File: config.mk
export PLATFORM = sky130hd
export DESIGN_NAME = bus_match_cmp
export DESIGN_NICKNAME = d
export VERILOG_FILES = /design/src/rtl/bus_match_cmp.sv
export SDC_FILE = /design/constraint.sdc
export NUM_CORES = 1
export LEC_CHECK = 0
export ABC_CLOCK_PERIOD_IN_PS = 2300
export BUFFER_PORTS_ARGS = -buffer_cell sky130_fd_sc_hd__buf_4
export CAP_MARGIN = 20
export CORE_ASPECT_RATIO = 1.5
export CORE_UTILIZATION = 35
export DETAILED_ROUTE_END_ITERATION = 8
export PLACE_DENSITY_LB_ADDON = 0.3
export SLEW_MARGIN = 5
export SYNTH_ARGS = -nofsm -noshare
export SYNTH_HDL_FRONTEND = slang
export SYNTH_SLANG_ARGS = --single-unit
export TNS_END_PERCENT = 5
File: constraint.sdc
create_clock -name clk -period 2.3 [get_ports clk]
set_input_delay 0.23 -clock clk [delete_from_list [all_inputs] [get_ports clk]]
set_output_delay 0.23 -clock clk [all_outputs]
set_load 0.02 [all_outputs]
File: src/rtl/bus_match_cmp.sv
module bus_match_cmp #(
  parameter int AW = 16,
  parameter int DW = 16
) (
  input  logic          clk,
  input  logic          rst_n,
  input  logic          cfg_we,
  input  logic [1:0]    cfg_sel,
  input  logic [15:0]   cfg_wdata,
  input  logic          bus_valid,
  input  logic [AW-1:0] bus_addr,
  input  logic          bus_write,
  input  logic          bus_byte,
  input  logic [DW-1:0] bus_data,
  output logic          match_o
);
  localparam int HB = DW / 2;

  logic [AW-1:0] ref_addr;
  logic [DW-1:0] ref_data, ref_mask;
  logic [5:0]    ctl;

  wire en       = ctl[0];
  wire dir_chk  = ctl[1];
  wire dir_val  = ctl[2];
  wire sz_chk   = ctl[3];
  wire sz_byte  = ctl[4];
  wire diff_md  = ctl[5];

  always_ff @(posedge clk or negedge rst_n) begin
    if (!rst_n) begin
      ref_addr <= '0;
      ref_data <= '0;
      ref_mask <= '0;
      ctl      <= '0;
    end else if (cfg_we) begin
      case (cfg_sel)
        2'd0: ref_addr <= cfg_wdata[AW-1:0];
        2'd1: ref_data <= cfg_wdata[DW-1:0];
        2'd2: ref_mask <= cfg_wdata[DW-1:0];
        default: ctl   <= cfg_wdata[5:0];
      endcase
    end
  end

  wire [HB-1:0] lo_mask  = (bus_byte && sz_chk) ? '0 : ref_mask[HB-1:0];
  wire [DW-1:0] eff_mask = {ref_mask[DW-1:HB], lo_mask};
  wire [DW-1:0] miss     = (bus_data ^ ref_data) & eff_mask;

  wire data_ok = diff_md ? ((eff_mask == '0) || (miss != '0)) : (miss == '0);
  wire size_ok = !sz_chk || (bus_byte == sz_byte);
  wire dir_ok  = !dir_chk || (bus_write == dir_val);
  wire hit     = en && bus_valid && (bus_addr == ref_addr) && size_ok && dir_ok && data_ok;

  always_ff @(posedge clk or negedge rst_n) begin
    if (!rst_n) match_o <= 1'b0;
    else        match_o <= hit;
  end
endmodule


# Yosys cells after proc, flatten, opt, wreduce, memory -nomap -nowiden
# Cells that the tools add are included.
# Widths: inputs -> output; s select.
# totals
elab_cells	35
reg_bits	55
inputBits	56
out_inout_bits	1
# classes
n_reduce_logical	20
n_mux	2
eq_ne	5
n_bitwise	3
# ops
cell	count
$logic_not 16->1	2
$and 16x16->16	1
$eq 16x16->1	1
$reduce_bool 16->1	1
$xor 16x16->16	1
$mux 8	1
$reduce_and 2->1	4
$logic_and 1x1->1	6
$logic_or 1x1->1	3
$reduce_or 3->1	1
$eq 1x1->1	2
$eq 2x1->1 const B	1
$eq 2x2->1 const B	1
$logic_not 1->1	2
$logic_not 2->1	1
$mux 1	1
$not 1->1	1

# Logic depth before layout (Yosys ltp)
# depth
ltp_word	7
mapped_depth	5
ltp_nobuf	5

# Worst setup path after synthesis
# OpenSTA, ideal clock, no wires.
# synth_timing
path_kind	reg2reg
start	reg ref_data[5]
end	reg match_o
setup_time_ns	0.122
arrival_time_ns	1.452
t_required_ns	2.178
stages_incl_launch_ff	6
setup_slack_ns	0.726
cell_sequence	dfrtp_1 -> xor2_1 -> a22oi_1 -> a32oi_1 -> or4_1 -> o2111a_1
# synth_via
elab_chain_len	6
# synth_rtl
item	line_no	text
start, declared	20	logic [DW-1:0] ref_data, ref_mask;
start signal, assigned	39	2'd1: ref_data <= cfg_wdata[DW-1:0];
$xor 16x16->16 *	48	wire [DW-1:0] miss = (bus_data ^ ref_data) & eff_mask;
$and 16x16->16 *	48	
$reduce_bool 16->1	50	wire data_ok = diff_md ? ((eff_mask == '0) || (miss != '0)) : (miss == '0);
$logic_or 1x1->1	50	
$mux 1 *	50	
$logic_and 1x1->1 *	53	wire hit = en && bus_valid && (bus_addr == ref_addr) && size_ok && dir_ok && data_ok;
net hit	53	
end signal, assigned	57	else match_o <= hit;
end, declared	15	output logic match_o
# Mark *: on every way through the listed nets, which the timed path passes. The rest lies on a longest branch.
# A chain may end at the register's enable or synchronous reset.

# Final worst setup path
# layout_timing
start	reg ref_data[2]
end	reg match_o
# The elaborated chain is that of the path after synthesis.

==> flow_summary.yaml <==
floorplan:
  rows: 37
  ios: 57
  die-area_um2: 7580
  core_um2: 6940
  die_w_um: 71.4
  die_h_um: 106
  initial_utilization: 0.364
clock_network:
  cts_sinks: 55
  clk_pin_slew_worst_paths_ns: 0.10
  clockBufferDepth: 2
  numCtsBuffers: 5
  cts_root_buf: "clkbuf_8"
  cts_resized: 0
  clk-insertion-delay-late_ns: 0.31
  htreeDepth: 2
  tritoncts: "done"
setup_path:
  cp-start-kind: "flip-flop"
  r2r_start: "ref_data[2]$_DFFE_PN0P_"
  r2r_setup_slack_ns: 0.56
  timing.rr.end: "match_o$_DFF_PN0_"
  path_class: "reg2reg"
  crit_fanout: 2
  critPathLaunch: "ref_data[2]$_DFFE_PN0P_"
  critPathCaptureType: "flip-flop"
  crit_required_ns: 2.50
  cp.arrival_ns: 1.94
  r2r.worst_path.cells: 5
detailed_routing:
  avgRoutedWirePerCell_um: 16.5
  vias: 1644
  via_per_inst: 5.11
  wirelength_um: 5320
  first_pass_iters: 3
  ant_nets: 0
  remaining_drc_errors: 0
  drt_iter0_drc: 70
flow_run:
  cap_violations: 0
global_route:
  grt_pass1_wl_um: 8520
  overflow: 0
  grt_max_degree: 56
  antenna_found_initial: 0
  grt.total_usage: 0.152
  grt_pass1_vias: 1728
cells_and_area:
  drive_gt1_frac: 0.488
  antenna_cells: 0
  multi_input_area_um2: 1140
  nFillCells: 668
  area_growth_pct: 25.1
  fin_nets: 299
  ff_latch_area_um2: 1380
logic_synthesis:
  syn_area_per_cell_um2: 14.1
  ys_warn_count: 0
  syn_nets: 235
  synth_area_um2: 2530
  ys_seq_area_frac: 0.544
  synth_cell_types: 20
  synth.ff_latch_count: 55
  synthCells: 179
sta:
  finalCriticalPeriod_ns: 1.74
  fin_setup_tns_ns: 0
  fin_skew_ns: 0.00470
  setup_viol: 0
  worst_slew_pin_slew_ns: 0.688
  fin_ws_ns: 0.556
  finalMaxSlewViolations: 0
  max_slew_margin: 0.541
  timing.fmax_mhz: 573
  rsz0062_at_grt: "no"
  period_share: 0.758
  hold_viol_final: 0
pwr:
  combinationalPowerShare: 0.216
  leakagePower_nw: 1.38
  power.share.sequential: 0.541
  clockPowerShare: 0.243
  powerDensity_nw_per_um2: 745
  switching_share: 0.264
  ir_drop_mv: 0.312
  p_sw_mw: 0.622
  p_int_mw: 1.74
placement:
  dpl.hpwl_um: 4040
  post-place-ws_ns: 0.550
  place.gp.congestion: 0.797
  io_buffers: 56
min_path:
  hold_end: "ref_mask[9]$_DFFE_PN0P_"
  min_path_cells: 2
  min-delay-start: "cfg_wdata[9]"
  hold_class: "in2reg"
outcome:
  status: "finished clean"
-- metal layers --
layer  track usage  part of all wire  up-vias  routed length [um]
met4        0.0543             0.016        0                  84
met2         0.275              0.54       35                2890
met3        0.0313             0.027        7                 143
met1         0.174              0.41      821                2200
li1              -                 -      781                   -
met5             0                 0        -                   0
-- cell families (layout without fill, tap and decap cells) --
family / Yosys count / count (layout) / synth area share
AND/OR/NAND/NOR: 21 / 21 / 0.0539
XOR/XNOR: 34 / 34 / 0.118
flip-flops: 55 / 55 / 0.544
multiplexers: 54 / 54 / 0.240
buffers and inverters: 3 / 68 / 0.00593
AO/OA/AOI/OAI: 12 / 12 / 0.0381
-- worst max-delay path by stage --
stage | to | slack (ns) | cells past startpoint
after floorplan | match_o$_DFF_PN0_ | 0.73 | 5
after global placement | match_o$_DFF_PN0_ | 0.59 | 5
after detailed placement | match_o$_DFF_PN0_ | 0.55 | 5
after CTS | match_o$_DFF_PN0_ | 0.54 | 5
after global routing | match_o$_DFF_PN0_ | 0.40 | 5
final | match_o$_DFF_PN0_ | 0.56 | 5
-- placed cells by master (no fill, tap or decap), types with 2 or more instances in the layout --
| cell | n |
|---|---|
| buf_4 | 59 |
| dfrtp_1 | 55 |
| mux2_2 | 51 |
| xor2_1 | 18 |
| xnor2_1 | 16 |
| clkbuf_8 | 7 |
| a22oi_1 | 6 |
| nor4_1 | 5 |
| nand4_1 | 4 |
| a32oi_1 | 3 |
| nand2_1 | 3 |
| nand3_1 | 3 |
| mux2_1 | 3 |
| nand3b_1 | 2 |
-- metrics by stage --
step	hold WS [ns]	util	power (mW)	area [um2]	std cells
floorplan	-0.0656	-	1.60	2530	179
global placement	0.325	0.440	1.80	3060	313
detailed placement	0.321	0.440	1.81	3060	313
CTS	0.156	0.456	2.39	3170	322
global route	0.160	0.456	2.49	3170	322
finish	0.167	0.456	2.36	3170	322
-- power by group through the flow --
| stage | registers (mW) | logic [mW] | clock network [mW] |
|---|---|---|---|
| after floorplan | 1.26 | 0.341 | 0 |
| after global placement | 1.29 | 0.506 | 0 |
| after detailed placement | 1.30 | 0.516 | 0 |
| after CTS | 1.28 | 0.520 | 0.591 |
| after global routing | 1.30 | 0.563 | 0.627 |
| final | 1.28 | 0.509 | 0.574 |
-- repair_timing --
item | in CTS | in global routing
endpoints found under the hold margin | 55 | 0
hold buffers | 1 | 0
setup buffers | 0 | 0
-- synthesized netlist by cell type --
library cell	count	share of area
xnor2_1	16	0.055
a22oi_1	6	0.018
nor4_1	5	0.012
nand2_1	3	0.0045
dfrtp_1	55	0.54
nand3_1	3	0.0059
a32oi_1	3	0.010
mux2_1	3	0.013
a21oi_1	1	0.0020
nand2_4	1	0.0045
nor3b_2	1	0.0049
o2111a_1	1	0.0045
buf_2	3	0.0059
mux2_2	51	0.23
nand3b_1	2	0.0059
or4_1	1	0.0030
a221oi_1	1	0.0035
xor2_1	18	0.062
nor3b_1	1	0.0030
nand4_1	4	0.0099
-- sequential cells by signal, summed over array words and instances, names as in the netlist --
register  flops
ref_addr     16
ref_data     16
ref_mask     16
ctl           6
match_o       1
-- final cells by class --
| class | instances | share of cell area |
|---|---|---|
| Multi-Input combinational cell | 121 | 0.360 |
| Timing Repair Buffer | 60 | 0.143 |
| Tap cell | 78 | 0.0308 |
| Clock buffer | 8 | 0.0316 |
| Sequential cell | 55 | 0.435 |
-- worst max-delay path, stage by stage, from the launching register on --
cell,delay (ns)
dfrtp_1,0.40
xor2_1,0.17
a32oi_1,0.24
nand4_1,0.15
or4_1,0.53
o2111a_1,0.15
Power figures use the tool's default switching activity.
